<file path="src/rtl/tlk_pkg.sv">
package tlk_pkg;
  localparam int unsigned MAX_PORTS = 32;

  // number of set bits strictly below position idx
  function automatic int unsigned ones_below(input logic [MAX_PORTS-1:0] mask,
                                             input int unsigned idx);
    int unsigned n;
    n = 0;
    for (int unsigned b = 0; b < MAX_PORTS; b++)
      if (b < idx && mask[b]) n++;
    return n;
  endfunction

  // total number of set bits
  function automatic int unsigned ones_total(input logic [MAX_PORTS-1:0] mask);
    return ones_below(mask, MAX_PORTS);
  endfunction
endpackage

</file>
<file path="src/rtl/tlk_dispenser.sv">
module tlk_dispenser #(
  parameter int unsigned NUM_REQ = 4,
  parameter int unsigned CNT_W   = 3
) (
  input  logic                          clk,
  input  logic                          rst_n,
  input  logic [NUM_REQ-1:0]            take_i,
  output logic [NUM_REQ-1:0][CNT_W-1:0] tkt_o,
  output logic [CNT_W-1:0]              next_o
);
  import tlk_pkg::*;

  logic [CNT_W-1:0]     next_q;
  logic [MAX_PORTS-1:0] take_ext;
  logic [CNT_W-1:0]     taken_n;

  assign take_ext = MAX_PORTS'(take_i);
  assign taken_n  = CNT_W'(ones_total(take_ext));

  // fixed priority: lower index draws the earlier ticket
  for (genvar i = 0; i < NUM_REQ; i++) begin : g_tkt
    assign tkt_o[i] = next_q + CNT_W'(ones_below(take_ext, i));
  end

  always_ff @(posedge clk) begin
    if (!rst_n) next_q <= '0;
    else        next_q <= next_q + taken_n;
  end

  assign next_o = next_q;


  idle_hold_chk: assert property (@(posedge clk) disable iff (!rst_n)
    (take_i == '0) |=> (next_q == $past(next_q)));
endmodule

</file>
<file path="src/rtl/tlk_slot.sv">
module tlk_slot #(
  parameter int unsigned CNT_W = 3
) (
  input  logic             clk,
  input  logic             rst_n,
  input  logic             take_i,
  input  logic [CNT_W-1:0] tkt_i,
  input  logic [CNT_W-1:0] serve_i,
  input  logic             rel_ok_i,
  output logic             busy_o,
  output logic             match_o,
  output logic             grant_o
);
  logic             busy_q;
  logic             grant_q;
  logic [CNT_W-1:0] tkt_q;

  assign match_o = busy_q && !grant_q && (tkt_q == serve_i);

  always_ff @(posedge clk) begin
    if (!rst_n) begin
      busy_q  <= 1'b0;
      grant_q <= 1'b0;
      tkt_q   <= '0;
    end else begin
      if (take_i) begin
        busy_q <= 1'b1;
        tkt_q  <= tkt_i;
      end else if (rel_ok_i) begin
        busy_q <= 1'b0;
      end
      if (rel_ok_i)     grant_q <= 1'b0;
      else if (match_o) grant_q <= 1'b1;
    end
  end

  assign busy_o  = busy_q;
  assign grant_o = grant_q;


  grant_ticket_chk: assert property (@(posedge clk) disable iff (!rst_n)
    grant_q |-> (busy_q && tkt_q == serve_i));

  grant_drop_chk: assert property (@(posedge clk) disable iff (!rst_n)
    rel_ok_i |=> !grant_q);

  grant_level_chk: assert property (@(posedge clk) disable iff (!rst_n)
    (grant_q && !rel_ok_i) |=> grant_q);

  no_retake_chk: assert property (@(posedge clk) disable iff (!rst_n)
    busy_q |-> !take_i);
endmodule

</file>
<file path="src/rtl/tlk_release.sv">
module tlk_release #(
  parameter int unsigned NUM_REQ = 4,
  parameter int unsigned CNT_W   = 3
) (
  input  logic               clk,
  input  logic               rst_n,
  input  logic [NUM_REQ-1:0] rel_i,
  input  logic [NUM_REQ-1:0] grant_i,
  output logic [NUM_REQ-1:0] rel_ok_o,
  output logic [CNT_W-1:0]   serve_o,
  output logic               err_o
);
  logic [CNT_W-1:0] serve_q;
  logic             err_q;
  logic             stray;

  assign rel_ok_o = rel_i & grant_i;
  assign stray    = |(rel_i & ~grant_i);

  always_ff @(posedge clk) begin
    if (!rst_n) begin
      serve_q <= '0;
      err_q   <= 1'b0;
    end else begin
      if (|rel_ok_o) serve_q <= serve_q + 1'b1;
      if (stray)     err_q   <= 1'b1;
    end
  end

  assign serve_o = serve_q;
  assign err_o   = err_q;


  serve_step_chk: assert property (@(posedge clk) disable iff (!rst_n)
    (|rel_ok_o) |=> (serve_q == CNT_W'($past(serve_q) + 1)));

  serve_hold_chk: assert property (@(posedge clk) disable iff (!rst_n)
    (rel_ok_o == '0) |=> $stable(serve_q));

  err_sticky_chk: assert property (@(posedge clk) disable iff (!rst_n)
    err_q |=> err_q);
endmodule

</file>
<file path="src/rtl/ticket_lock_unit.sv">
module ticket_lock_unit #(
  parameter int unsigned NUM_REQ = 4,
  parameter int unsigned CNT_W   = 3
) (
  input  logic               clk,
  input  logic               rst_n,
  input  logic [NUM_REQ-1:0] acq_i,
  input  logic [NUM_REQ-1:0] rel_i,
  output logic [NUM_REQ-1:0] grant_o,
  output logic               err_o
);
  localparam int unsigned SPAN = 1 << CNT_W;

  logic [NUM_REQ-1:0]            busy;
  logic [NUM_REQ-1:0]            take;
  logic [NUM_REQ-1:0]            match;
  logic [NUM_REQ-1:0]            grant;
  logic [NUM_REQ-1:0]            rel_ok;
  logic [NUM_REQ-1:0][CNT_W-1:0] tkt;
  logic [CNT_W-1:0]              next_tkt;
  logic [CNT_W-1:0]              serve;
  logic [CNT_W-1:0]              outstanding;

  assign take        = acq_i & ~busy;
  assign outstanding = next_tkt - serve;

  tlk_dispenser #(.NUM_REQ(NUM_REQ), .CNT_W(CNT_W)) u_disp (
    .clk    (clk),
    .rst_n  (rst_n),
    .take_i (take),
    .tkt_o  (tkt),
    .next_o (next_tkt)
  );

  for (genvar i = 0; i < NUM_REQ; i++) begin : g_slot
    tlk_slot #(.CNT_W(CNT_W)) u_slot (
      .clk      (clk),
      .rst_n    (rst_n),
      .take_i   (take[i]),
      .tkt_i    (tkt[i]),
      .serve_i  (serve),
      .rel_ok_i (rel_ok[i]),
      .busy_o   (busy[i]),
      .match_o  (match[i]),
      .grant_o  (grant[i])
    );
  end

  tlk_release #(.NUM_REQ(NUM_REQ), .CNT_W(CNT_W)) u_rel (
    .clk      (clk),
    .rst_n    (rst_n),
    .rel_i    (rel_i),
    .grant_i  (grant),
    .rel_ok_o (rel_ok),
    .serve_o  (serve),
    .err_o    (err_o)
  );

  assign grant_o = grant;


  wrap_room_chk: assert property (@(posedge clk) disable iff (!rst_n)
    SPAN > NUM_REQ);

  one_owner_chk: assert property (@(posedge clk) disable iff (!rst_n)
    $onehot0(grant));

  one_match_chk: assert property (@(posedge clk) disable iff (!rst_n)
    $onehot0(match));

  no_overflow_chk: assert property (@(posedge clk) disable iff (!rst_n)
    32'(outstanding) <= NUM_REQ);

  gap_chk: assert property (@(posedge clk) disable iff (!rst_n)
    (|rel_ok) |=> (grant == '0));
endmodule

</file>
<file path="config.mk">
export PLATFORM = sky130hd
export DESIGN_NAME = ticket_lock_unit
export DESIGN_NICKNAME = d
export VERILOG_FILES = /design/src/rtl/tlk_pkg.sv /design/src/rtl/tlk_dispenser.sv /design/src/rtl/tlk_slot.sv /design/src/rtl/tlk_release.sv /design/src/rtl/ticket_lock_unit.sv
export SDC_FILE = /design/constraint.sdc
export NUM_CORES = 1
export LEC_CHECK = 0
export BUFFER_PORTS_ARGS = -buffer_cell sky130_fd_sc_hd__buf_2
export CELL_PAD_IN_SITES_DETAIL_PLACEMENT = 1
export CELL_PAD_IN_SITES_GLOBAL_PLACEMENT = 1
export CORE_ASPECT_RATIO = 2
export CORE_MARGIN = 1
export CORE_UTILIZATION = 45
export CTS_CLUSTER_SIZE = 16
export DETAILED_ROUTE_END_ITERATION = 10
export GPL_ROUTABILITY_DRIVEN = 1
export PLACE_DENSITY = 0.85
export SLEW_MARGIN = 15
export SYNTH_ARGS = -nofsm -noshare
export SYNTH_HDL_FRONTEND = slang
export SYNTH_SLANG_ARGS = --single-unit
export TNS_END_PERCENT = 10
</file>
<file path="constraint.sdc">
create_clock -name clk -period 4.7 [get_ports clk]
set_clock_uncertainty 0.1 [all_clocks]
set_input_delay 0.94 -clock clk [delete_from_list [all_inputs] [get_ports clk]]
set_output_delay 0.94 -clock clk [all_outputs]
set_load 0.005 [all_outputs]
</file>
Word level (Yosys, flattened, before mapping) --
Index checks and enable logic that the tools add are counted.
Word-level totals: register bits after elaboration 27, output and inout port bits 5
Cells by class: $add $sub $neg 8, eq/ne operators 4, mux-type cells 12, bitwise operators 6, reductions and logical operators 22
Operators by type and width (count):
- $add 3x3->3 | 4
- $and 4x4->4 | 3
- $eq 3x3->1 | 4
- $mux 1 | 9
- $logic_and 1x1->1 | 8
- $not 4->4 | 2
- $reduce_bool 2->1 | 4
- $reduce_or 2->1 | 4
- $reduce_or 4->1 | 2
- $add 3x1->3 const B | 2
- $mux 3 | 2
- $logic_not 1->1 | 4
- $add 2x1->3 const B | 1
- $add 1x1->2 const B | 1
- $mux 2 | 1
- $not 1->1 | 1

Logic depth before layout (Yosys ltp) --
Gate-level depths: netlist (run 1).
depth after elaboration 10, mapped depth 12, depth with buffers taken out 11

Modules after synthesis --
From an unflattened synthesis (run 1), not the netlist that was laid out.
Unflattened totals: cells, all modules 162, area total of the unflattened synthesis 1567.8 sq um
By module, submodules not included:
- tlk_slot | instances 4, cells each 21, area each 214.0 sq um, sequential area each 100.1 sq um
- tlk_dispenser | instances 1, cells each 44, area each 419.2 sq um, sequential area each 60.1 sq um
- tlk_release | instances 1, cells each 30, area each 237.7 sq um, sequential area each 80.1 sq um
- ticket_lock_unit | instances 1, cells each 4, area each 55.1 sq um, sequential area each 0.0 sq um

Least setup slack after synthesis (run 1) --
No wires, ideal clock.
path type input port to flip-flop, start point in acq_i[1], end point reg g_slot[3].u_slot.tkt_q[2], arrival 3.134 ns, path slack 1.339 ns, cell stages on the path 10, buffers on the path 1, cells stage by stage nor2b_1 > buf_2 > inv_1 > ha_1 > xnor2_1 > ha_1 > fa_1 > and2_1 > o2111a_1 > or3_1
On the way: cells in the longest elaborated chain, start to end 5
RTL lines:
- start, declared | RTL line ticket_lock_unit.sv:7 | input logic [NUM_REQ-1:0] acq_i,
- $and 4x4->4 (*) | RTL line ticket_lock_unit.sv:24 | assign take = acq_i & ~busy;
- named net g_slot[1].u_slot.take_i | RTL line tlk_slot.sv:6 | input logic take_i,
- $mux 2 (*) | RTL line tlk_pkg.sv:10 | if (b < idx && mask[b]) n++;
- $add 2x1->3 | RTL line tlk_pkg.sv:10
- $mux 3 (*) | RTL line tlk_pkg.sv:10
- $add 3x3->3 (*) | RTL line tlk_dispenser.sv:22 | assign tkt_o[i] = next_q + CNT_W'(ones_below(take_ext, i));
- end signal, assigned | RTL line tlk_slot.sv:28 | tkt_q <= tkt_i;
- end, declared | RTL line tlk_slot.sv:16 | logic [CNT_W-1:0] tkt_q;
The timed path passes the listed nets; every way through them passes the cells marked *. A chain may end at the register's enable or synchronous reset.

Worst setup path in the final report (run 1) --
start point in acq_i[1], end point reg g_slot[3].u_slot.tkt_q[2]
On the way: cells in the longest elaborated chain, start to end 5
RTL lines (RTL line):
- $and 4x4->4 (*) | ticket_lock_unit.sv:24
- $mux 2 (*) | tlk_pkg.sv:10
- $add 2x1->3 | tlk_pkg.sv:10
- $mux 3 (*) | tlk_pkg.sv:10
- $add 3x3->3 (*) | tlk_dispenser.sv:22
Every way passes the cells marked *; elsewhere a longest branch is shown, timed or not.

==> reports/summary.md, run 1 <==
Logic synthesis
• Net Count, Synth: 191
• summed instance area of the synthesized netlist: 1569 sq um
• sequential share of the synthesized area: 34.45%
• count of distinct cell types in the synthesized netlist: 36
• Mapped Cells: 170
• warning count from the yosys run: 0
• total of flip-flops plus latches after synthesis: 27
• Mean Syn Cell Area: 9.229 sq um

Critical path
• depth of the most critical reg-to-reg path: 10
• Buf/Inv on CP: 3
• gate family responsible for the most delay along the worst path: adder cells
• crit-path most repeated cell: sky130_fd_sc_hd__ha_1
• endpoint of the most critical register-to-register path: g_slot[3].u_slot.tkt_q[2]
• slack of the worst reg-to-reg path: 1.84 ns
• Critical path destination: g_slot[3].u_slot.tkt_q[2]
• Slowest cell on crit path: sky130_fd_sc_hd__fa_1
• Max FO, Critical Path: 11
• critical-path cell list: buf_2 > nor2b_1 > buf_4 > inv_1 > ha_1 > xnor2_1 > ha_1 > fa_1 > and2_1 > o2111a_1 > or3_1
• crit end category: flip-flop
• Worst path depth: 11
• data arrival at the endpoint of the critical path: 3.32 ns
• launch point of the worst reg-to-reg path: g_slot[1].u_slot.busy_o
• type of element launching the critical path: input pin
• worst endpoint required time: 4.76 ns
• stage delay of the slowest cell on the critical path: 0.42 ns
• Critical Setup Path Class: in2reg
• Worst setup startpoint: acq_i[1]

Finish
• post-layout util: 49.55%
• post-layout net count: 197
• Antenna Diode Count: 0
• share of post-route cells with drive strength above 1: 12.00%
• cell area after layout: 1655 sq um
• layout overhead on the synthesized area: 5.503%
• filler cell count: 397
• number of standard cells in the layout, taps in and fillers out: 207

Die
• core area: 3341 sq um
• Site Rows: 30
• number of placed I/O pins: 15
• Die Y-Extent: 85.51 microns
• effective utilization at floorplan: 46.97%
• die footprint: 3741 sq um
• horizontal die dimension: 43.76 microns

Place
• weighted congestion reported at the end of routability-driven placement: 0.8050
• cell count after placement: 203
• dpl hpwl: 2762 microns
• Post-Place Cell Area: 1610 sq um
• count of input and output buffers: 14
• pre-CTS setup slack: 1.152 ns

Clock network
• Longest Clk Path Bufs: 2
• clk sinks: 27
• # Post-CTS Setup Buffers: 0
• TritonCTS clock tree: built
• Hold Buf Count CTS: 0
• clock transition at the register clock pins on the worst setup and hold paths after CTS: 0.09 ns
• Root Buffer Master: sky130_fd_sc_hd__clkbuf_8
• number of levels in the clock H-tree: 1
• worst skew pair latency: 0.27 ns
• clock buffers created by TritonCTS: 3
• Post-CTS Resized: 0

Power
• proportion of total power due to net switching: 35.20%
• leakage power total: 0.7145 nW
• proportion of power drawn by combinational gates: 33.5%
• IR Drop Worst-Case VDD: 0.1904 mV
• power dissipated by switching net loads: 248.6 uW
• cell internal power dissipation: 457.7 uW
• power share of the sequential group: 47.7%
• power per cell area: 426.7 nW/um^2
• fraction of power consumed by the clock network: 18.8%

Run status
• result of the run: completed

STA
• Final setup viols: 0
• ratio of final minimum period to clock period: 69.30%
• tightest slew margin relative to the limit: 48.93%
• final worst slack: 1.443 ns
• RSZ-0062 raised after global routing: false
• Least-Margin Pin Slew: 0.7645 ns
• upper clock frequency limit: 0.3070 GHz
• count of final hold-check violations: 0
• number of max-slew violations in the final report: 0
• Post-Route Setup TNS: 0 ns
• final worst path period need: 3.257 ns

Run
• Maximum Capacitance Violations: 0

Global route
• total grt overflow: 0
• vias in the first global route: 1312
• global-route wire length before repair: 6051 microns
• largest net degree at the start of global routing: 33
• antenna violations before repair: 0
• overall global routing resource usage: 21.57%

Detailed routing
• overall via count from detail_route: 1198
• Antenna Violating Nets Remaining: 0
• average wire per standard cell: 17.58 microns
• DR vias/cell: 5.787
• Total Routed Length: 3639 microns
• number of remaining DRC errors: 0
• number of design-rule violations left by the first detailed-router iteration: 30
• DR pass1 iterations: 4

Worst hold path
• Hold WC Path Type: reg2reg

[stage by stage]
step,hold slack [ns],power (mW)
2_1_floorplan,0.3553,0.5140
3_3_place_gp,0.3585,0.5507
3_5_place_dp,0.3730,0.5708
4_1_cts,0.3934,0.7102
5_1_grt,0.4290,0.7563
6_report,0.3910,0.7063
[cells in the mapped netlist]
cell type | count | area [sq um]
sky130_fd_sc_hd__dfxtp_1 | 27 | 540.5
sky130_fd_sc_hd__nor2b_1 | 18 | 112.6
sky130_fd_sc_hd__nand2_1 | 16 | 60.06
sky130_fd_sc_hd__xnor2_1 | 11 | 96.34
sky130_fd_sc_hd__ha_1 | 9 | 112.6
sky130_fd_sc_hd__xor2_1 | 9 | 78.83
sky130_fd_sc_hd__inv_1 | 8 | 30.03
sky130_fd_sc_hd__buf_4 | 7 | 52.55
sky130_fd_sc_hd__clkbuf_1 | 7 | 26.28
sky130_fd_sc_hd__and2_1 | 6 | 37.54
sky130_fd_sc_hd__a21oi_1 | 5 | 25.02
sky130_fd_sc_hd__mux2i_1 | 5 | 50.05
sky130_fd_sc_hd__a21boi_0 | 4 | 30.03
sky130_fd_sc_hd__a32oi_1 | 4 | 35.03
sky130_fd_sc_hd__nor3b_1 | 4 | 30.03
sky130_fd_sc_hd__nor2_1 | 3 | 11.26
sky130_fd_sc_hd__a31oi_1 | 2 | 12.51
sky130_fd_sc_hd__fa_1 | 2 | 40.04
sky130_fd_sc_hd__nand3b_1 | 2 | 15.01
sky130_fd_sc_hd__nand4_1 | 2 | 12.51
sky130_fd_sc_hd__nand4b_1 | 2 | 17.52
sky130_fd_sc_hd__o211a_1 | 2 | 20.02
sky130_fd_sc_hd__o22ai_1 | 2 | 12.51
sky130_fd_sc_hd__a41oi_1 | 1 | 8.760
sky130_fd_sc_hd__and4_4 | 1 | 11.26
sky130_fd_sc_hd__buf_2 | 1 | 5.000
sky130_fd_sc_hd__inv_2 | 1 | 3.750
sky130_fd_sc_hd__nand2b_1 | 1 | 6.260
sky130_fd_sc_hd__nand3_1 | 1 | 5.000
sky130_fd_sc_hd__o2111a_1 | 1 | 11.26
sky130_fd_sc_hd__o21a_1 | 1 | 7.510
sky130_fd_sc_hd__o21ai_1 | 1 | 5.000
sky130_fd_sc_hd__o221ai_1 | 1 | 8.760
sky130_fd_sc_hd__o31a_1 | 1 | 8.760
sky130_fd_sc_hd__or3_1 | 1 | 6.260
sky130_fd_sc_hd__xnor3_1 | 1 | 22.52
[power groups by stage]
stage	combinational [mW]	clock, mW	sequential, mW
floorplan	0.207	0	0.307
global placement	0.213	0	0.338
detailed placement	0.229	0	0.342
CTS	0.237	0.136	0.336
global route	0.265	0.149	0.343
finish	0.237	0.133	0.337
[cell families after synthesis]
logic type	share of synthesized area, %
buffers and inverters	7.496
AO/OA/AOI/OAI	11.80
XOR/XNOR	12.60
AND/OR/NAND/NOR	20.73
adder cells (fa/ha/maj)	9.729
flip-flops	34.45
multiplexers	3.190
[metal layers]
metal | track usage (%) | part of all wire [%]
met5 | 0 | 0
met4 | 12.50 | 4.5
met3 | 1.895 | 2.2
met2 | 39.21 | 56
met1 | 22.81 | 37
[area by class of cell]
class / count / area, sq um / share of cell area [%]
clock buffer: 4 / 45.04 / 2.721
inverter: 9 / 33.78 / 2.041
multi-input combinational: 119 / 910.9 / 55.03
sequential: 27 / 540.5 / 32.65
tap: 32 / 40.04 / 2.419
timing repair buffer: 16 / 85.08 / 5.140
[sequential cells by signal (all words and copies together) (netlist names)]
register,count
u_disp.next_o,3
g_slot.u_slot.busy_o,4
g_slot.u_slot.tkt_q,12
u_rel.err_o,1
g_slot.u_slot.grant_o,4
u_rel.serve_o,3
[worst min-delay path by stage]
| stage | start | endpoint | slack (ns) | cells after the start |
|---|---|---|---|---|
| 2_1_floorplan | g_slot[2].u_slot.tkt_q[1] | g_slot[2].u_slot.tkt_q[1] | 0.36 | 2 |
| 3_3_place_gp | u_rel.err_o | u_rel.err_o | 0.36 | 1 |
| 3_5_place_dp | u_rel.err_o | u_rel.err_o | 0.37 | 1 |
| 4_1_cts | g_slot[2].u_slot.tkt_q[1] | g_slot[2].u_slot.tkt_q[1] | 0.39 | 2 |
| 5_1_grt | u_rel.err_o | u_rel.err_o | 0.43 | 1 |
| 6_report | g_slot[0].u_slot.tkt_q[1] | g_slot[0].u_slot.tkt_q[1] | 0.39 | 2 |
[cells in the final DEF, fill, tap and decap left out, types with 3 or more instances in the layout]
master	instances
sky130_fd_sc_hd__a21boi_0	4
sky130_fd_sc_hd__a21oi_1	5
sky130_fd_sc_hd__a32oi_1	4
sky130_fd_sc_hd__and2_1	6
sky130_fd_sc_hd__buf_2	14
sky130_fd_sc_hd__clkbuf_8	3
sky130_fd_sc_hd__dfxtp_1	27
sky130_fd_sc_hd__ha_1	9
sky130_fd_sc_hd__inv_1	8
sky130_fd_sc_hd__mux2i_1	5
sky130_fd_sc_hd__nand2_1	16
sky130_fd_sc_hd__nor2_1	3
sky130_fd_sc_hd__nor2b_1	18
sky130_fd_sc_hd__nor3b_1	4
sky130_fd_sc_hd__xnor2_1	11
sky130_fd_sc_hd__xor2_1	9
[worst reg2reg max path, stage by stage, from the launching register on]
cell and delay, ns:
sky130_fd_sc_hd__dfxtp_1 0.34, sky130_fd_sc_hd__nor2b_1 0.11, sky130_fd_sc_hd__buf_4 0.18, sky130_fd_sc_hd__inv_1 0.08, sky130_fd_sc_hd__ha_1 0.35, sky130_fd_sc_hd__xnor2_1 0.20, sky130_fd_sc_hd__ha_1 0.22, sky130_fd_sc_hd__fa_1 0.42
sky130_fd_sc_hd__and2_1 0.18, sky130_fd_sc_hd__o2111a_1 0.22, sky130_fd_sc_hd__or3_1 0.33
(Power assumes the default switching activity.)
==> inputs of run 2 (changes only) <==
Settings changed: CORE_UTILIZATION 45 to 40, PLACE_DENSITY 0.85 to 0.8.
Clock period 4.7 ns to 2.9 ns, I/O delays scaled along.
==> run 2 against run 1 <==
Cell area grew 5.3%. Combinational power grew 68%. Setup slack lost 1.2 ns. Final cell count grew 11%. Largest cell class unchanged. Worst hold slack lost 0.0015 ns. Highest routed layer unchanged.
==> reports/summary.md, run 2 (same netlist as run 1, synthesis figures left out) <==
Die
• Site Rows: 31
• Die Y-Extent: 90.57 microns
• effective utilization at floorplan: 42.58%
• die footprint: 4192 sq um
• core area: 3685 sq um
• number of placed I/O pins: 15
• horizontal die dimension: 46.29 microns

Finish
• share of post-route cells with drive strength above 1: 16.57%
• Antenna Diode Count: 0
• number of flip-flops in the largest register: 12
• post-layout net count: 203
• most common cell after layout, fill and taps aside: sky130_fd_sc_hd__dfxtp_1
• number of standard cells in the layout, taps in and fillers out: 230
• most frequent cells in the layout: sky130_fd_sc_hd__dfxtp_1 (27), sky130_fd_sc_hd__nor2b_1 (18), sky130_fd_sc_hd__nand2_1 (16), sky130_fd_sc_hd__buf_2 (14), sky130_fd_sc_hd__xnor2_1 (10)
• layout overhead on the synthesized area: 11.08%
• post-layout util: 47.30%
• register bank with the most flops: g_slot.u_slot.tkt_q

Clock network
• clk sinks: 27
• clock buffers created by TritonCTS: 3
• Longest Clk Path Bufs: 2
• number of levels in the clock H-tree: 1
• Hold Buf Count CTS: 0
• TritonCTS clock tree: built
• # Post-CTS Setup Buffers: 0
• Post-CTS Resized: 0
• clock transition at the register clock pins on the worst setup and hold paths after CTS: 0.10 ns
• Root Buffer Master: sky130_fd_sc_hd__clkbuf_8
• worst skew pair latency: 0.28 ns

Critical path
• crit end category: flip-flop
• worst endpoint required time: 3.02 ns
• launch point of the worst reg-to-reg path: g_slot[1].u_slot.busy_o
• Critical Setup Path Class: in2reg
• data arrival at the endpoint of the critical path: 2.77 ns
• Worst setup startpoint: acq_i[1]
• type of element launching the critical path: input pin
• Max FO, Critical Path: 3

Global route
• total grt overflow: 0
• global-route layer with the greatest usage: met2
• overall global routing resource usage: 20.36%
• vias in the first global route: 1364
• met1 global-route usage: 19.55%
• global-route wire length before repair: 6265 microns
• global-route met2 utilization: 38.50%
• largest net degree at the start of global routing: 33
• GR met3 Demand/Resource: 2.200%
• antenna violations before repair: 0

STA
• tightest slew margin relative to the limit: 66.76%
• RSZ-0062 raised after global routing: false
• Post-Route Setup TNS: 0 ns
• upper clock frequency limit: 0.3772 GHz
• Least-Margin Pin Slew: 0.4987 ns
• ratio of final minimum period to clock period: 91.42%
• worst hold-check slack: 0.3894 ns
• count of final hold-check violations: 0
• number of max-slew violations in the final report: 0
• Final setup viols: 0
• final worst path period need: 2.651 ns

Detailed routing
• Antenna Violating Nets Remaining: 0
• number of design-rule violations left by the first detailed-router iteration: 11
• Total Routed Length: 3744 microns
• overall via count from detail_route: 1222
• DR vias/cell: 5.313
• average wire per standard cell: 16.28 microns
• DR pass1 iterations: 4
• number of remaining DRC errors: 0

Power
• IR Drop Worst-Case VDD: 0.3284 mV
• proportion of total power due to net switching: 34.92%
• power share of the sequential group: 46.7%
• power dissipated by switching net loads: 404.8 uW
• fraction of power consumed by the clock network: 19.0%
• Total Power Consumption: 1.159 mW
• cell internal power dissipation: 754.5 uW
• power per cell area: 665.2 nW/um^2
• proportion of power drawn by combinational gates: 34.2%
• leakage power total: 0.7535 nW

Worst hold path
• Hold Path Origin: u_rel.err_o
• Hold WC Path Type: reg2reg

Run status
• result of the run: completed

Place
• weighted congestion reported at the end of routability-driven placement: 0.7619
• cell count after placement: 226
• count of input and output buffers: 14
• dpl hpwl: 2870 microns

Run
• Maximum Capacitance Violations: 0

[run 2: changes by cell type in the layout (fill, tap and decap cells not counted), sizes merged]
cell    change
clkbuf      -1
clkinv      +1
buf         +6
[run 2: path summary, 6_finish.rpt]
path                       to  slack, ns  cells after the start
min               u_rel.err_o       0.39                      1
min reg2reg       u_rel.err_o       0.39                      1
max reg2reg  u_disp.next_o[2]       0.28                     11
max          u_disp.next_o[2]       0.25                     12
[run 2: power groups by stage]
stage          registers, mW  clock network, mW  logic (mW)
2_1_floorplan          0.498                  0       0.343
3_3_place_gp           0.545                  0       0.380
3_5_place_dp           0.551                  0       0.399
4_1_cts                0.543              0.225       0.403
5_1_grt                0.557              0.240       0.452
6_report               0.542              0.221       0.397
[run 2: critical path, cell delays in order]
cell                      delay [ns]
sky130_fd_sc_hd__buf_2          0.07
sky130_fd_sc_hd__nor2b_1        0.17
sky130_fd_sc_hd__inv_1          0.11
sky130_fd_sc_hd__ha_4           0.27
sky130_fd_sc_hd__xnor2_2        0.24
sky130_fd_sc_hd__xor2_1         0.22
sky130_fd_sc_hd__ha_1           0.18
sky130_fd_sc_hd__inv_1          0.05
sky130_fd_sc_hd__fa_1           0.37
sky130_fd_sc_hd__xor2_1         0.18
sky130_fd_sc_hd__xnor3_1        0.23
sky130_fd_sc_hd__nor2b_1        0.10
[run 2: through the flow]
| stage | setup slack, ns | instance area (sq um) |
|---|---|---|
| global route | 0.06709 | 1743 |
| floorplan | 0.01736 | 1592 |
| global placement | 0.06148 | 1697 |
| CTS | 0.2474 | 1743 |
| finish | 0.2489 | 1743 |
| detailed placement | -0.01532 | 1697 |
[run 2: layout make-up]
class | count | area (sq um)
flip-flops and latches | 27 | 540.5
fillers | 439 | 1942
well taps | 49 | 61.31
repair buffers | 22 | 130.1
multi-input cells | 119 | 930.9
clock buffers | 3 | 41.29
inverters | 9 | 33.78
clock inverters | 1 | 5.005
[run 2: metal layers]
layer  vias to the layer above  share of wire (%)
met1                       603                 37
met3                        10                1.7
li1                        588                  -
met4                         0                2.9
met2                        21                 58
met5                         -                  0
==> inputs of run 3 (changes only) <==
Settings changed: CORE_UTILIZATION 40 to 41, PLACE_DENSITY 0.8 to 0.81, SYNTH_HIERARCHICAL from default to 1.
==> run 3 against run 2 <==
Clock power down 4%. Highest routed layer unchanged. Via count shrank 9.1%. Core utilization increased by 1.6 points. Synthesized cell count decreased by 7.1%. Total power increased by 4.8%.
==> reports/summary.md, run 3 <==
Detailed routing
• average wire per standard cell: 14.42 microns
• DR vias/cell: 4.873
• DR pass1 iterations: 4
• Antenna Violating Nets Remaining: 0
• overall via count from detail_route: 1111
• number of design-rule violations left by the first detailed-router iteration: 8
• number of remaining DRC errors: 0
• Total Routed Length: 3287 microns

Clock network
• clock transition at the register clock pins on the worst setup and hold paths after CTS: 0.09 ns
• number of levels in the clock H-tree: 1
• Longest Clk Path Bufs: 2
• # Post-CTS Setup Buffers: 0
• Hold Buf Count CTS: 0
• Root Buffer Master: sky130_fd_sc_hd__clkbuf_8
• clk sinks: 27
• worst skew pair latency: 0.27 ns
• TritonCTS clock tree: built
• clock buffers created by TritonCTS: 3
• Post-CTS Resized: 0

Place
• Post-Place Cell Area: 1719 sq um
• weighted congestion reported at the end of routability-driven placement: 0.7669
• dpl hpwl: 2697 microns
• count of input and output buffers: 14

Critical path
• Max FO, Critical Path: 3
• launch point of the worst reg-to-reg path: g_slot[1].u_slot/busy_o
• data arrival at the endpoint of the critical path: 2.75 ns
• slack of the worst reg-to-reg path: 0.27 ns
• depth of the most critical reg-to-reg path: 11
• endpoint of the most critical register-to-register path: u_disp/next_o[2]
• crit end category: flip-flop
• Critical Setup Path Class: in2reg
• type of element launching the critical path: input pin
• worst endpoint required time: 2.98 ns

Logic synthesis
• summed instance area of the synthesized netlist: 1553 sq um
• Net Count, Synth: 180
• Mean Syn Cell Area: 9.827 sq um
• warning count from the yosys run: 6
• Mapped Cells: 158

STA
• RSZ-0062 raised after global routing: false
• Final setup viols: 0
• count of final hold-check violations: 0
• Post-Route Setup TNS: 0 ns
• ratio of final minimum period to clock period: 92.11%
• number of max-slew violations in the final report: 0
• upper clock frequency limit: 0.3744 GHz
• final worst path period need: 2.671 ns
• tightest slew margin relative to the limit: 72.65%
• Least-Margin Pin Slew: 0.4102 ns

Power
• power per cell area: 688.5 nW/um^2
• power share of the sequential group: 45.7%
• proportion of power drawn by combinational gates: 36.9%
• proportion of total power due to net switching: 34.88%
• leakage power total: 0.7581 nW
• power dissipated by switching net loads: 424.0 uW
• IR Drop Worst-Case VDD: 0.3630 mV
• cell internal power dissipation: 791.4 uW
• fraction of power consumed by the clock network: 17.5%

Die
• horizontal die dimension: 45.52 microns
• die footprint: 4052 sq um
• Site Rows: 31
• core area: 3607 sq um
• effective utilization at floorplan: 43.05%
• Die Y-Extent: 89.03 microns
• number of placed I/O pins: 15

Finish
• most frequent cells in the layout: sky130_fd_sc_hd__dfxtp_1 (27), sky130_fd_sc_hd__inv_1 (19), sky130_fd_sc_hd__xnor2_1 (16), sky130_fd_sc_hd__nor2b_1 (16), sky130_fd_sc_hd__buf_2 (14)
• register bank with the most flops: g_slot.u_slot/tkt_q
• layout overhead on the synthesized area: 13.70%
• share of post-route cells with drive strength above 1: 17.32%
• number of flip-flops in the largest register: 12
• cell area after layout: 1765 sq um
• post-layout net count: 202
• most common cell after layout, fill and taps aside: sky130_fd_sc_hd__dfxtp_1
• Antenna Diode Count: 0
• post-layout util: 48.94%

Global route
• total grt overflow: 0
• largest net degree at the start of global routing: 27
• global-route wire length before repair: 5230 microns
• antenna violations before repair: 0
• overall global routing resource usage: 18.25%
• vias in the first global route: 1164

Worst hold path
• Hold Path Origin: g_slot[3].u_slot/grant_o
• Endpoint, Worst Hold: g_slot[3].u_slot/grant_o
• Hold WC Path Type: reg2reg
• cell depth of the worst hold path: 2

Run status
• result of the run: completed

Run
• Maximum Capacitance Violations: 0

[run 3: how the worst max path moves through the flow]
stage,to,depth (start not counted),slack [ns],start
final,u_disp/next_o[2],12,0.23,acq_i[1]
after global routing,u_disp/next_o[2],12,0.06,acq_i[0]
after CTS,u_disp/next_o[2],12,0.22,acq_i[0]
after detailed placement,u_disp/next_o[2],12,-0.07,acq_i[0]
after global placement,u_disp/next_o[2],12,0.04,acq_i[0]
after floorplan,u_disp/next_o[2],11,0.01,acq_i[0]
[run 3: power by group through the flow]
stage                     Clock, mW  Sequential [mW]  Combinational [mW]
final                         0.212            0.555               0.448
after global routing          0.238            0.569               0.516
after CTS                     0.224            0.559               0.459
after detailed placement          0            0.568               0.457
after global placement            0            0.562               0.423
after floorplan                   0            0.536               0.360
[run 3: per-stage QoR]
stage / setup slack (ns) / std cells / total power [mW] / hold slack [ns]
6_report: 0.2289 / 228 / 1.215 / 0.3918
5_1_grt: 0.06139 / 228 / 1.324 / 0.4099
4_1_cts: 0.2160 / 228 / 1.243 / 0.3978
3_5_place_dp: -0.06971 / 224 / 1.025 / 0.3825
3_3_place_gp: 0.04050 / 224 / 0.9851 / 0.3658
2_1_floorplan: 0.01413 / 158 / 0.8955 / 0.3696
[run 3: layout make-up]
cell class                      count  area (sq um)
Fill cell                         436          1842
Inverter                           19         71.32
Sequential cell                    27         540.5
Clock buffer                        3         41.29
Timing Repair Buffer               20         115.1
Clock inverter                      1         5.005
Tap cell                           49         61.31
Multi-Input combinational cell    109         930.9
[run 3: metal layers]
metal	global-route usage (%)	share of wire, %
met1	16.35	36
met2	36.75	61
met3	2.828	2.3
met4	7.713	1.5
met5	0	0
[run 3: critical path: stages]
cell and delay [ns]:
sky130_fd_sc_hd__buf_2 0.08, sky130_fd_sc_hd__nor2b_4 0.16, sky130_fd_sc_hd__inv_1 0.09, sky130_fd_sc_hd__ha_4 0.29
sky130_fd_sc_hd__xor2_1 0.16, sky130_fd_sc_hd__ha_1 0.25, sky130_fd_sc_hd__nand2_1 0.05, sky130_fd_sc_hd__o21ai_0 0.12
sky130_fd_sc_hd__fa_1 0.43, sky130_fd_sc_hd__xnor2_1 0.16, sky130_fd_sc_hd__xnor3_1 0.23, sky130_fd_sc_hd__and2_1 0.16
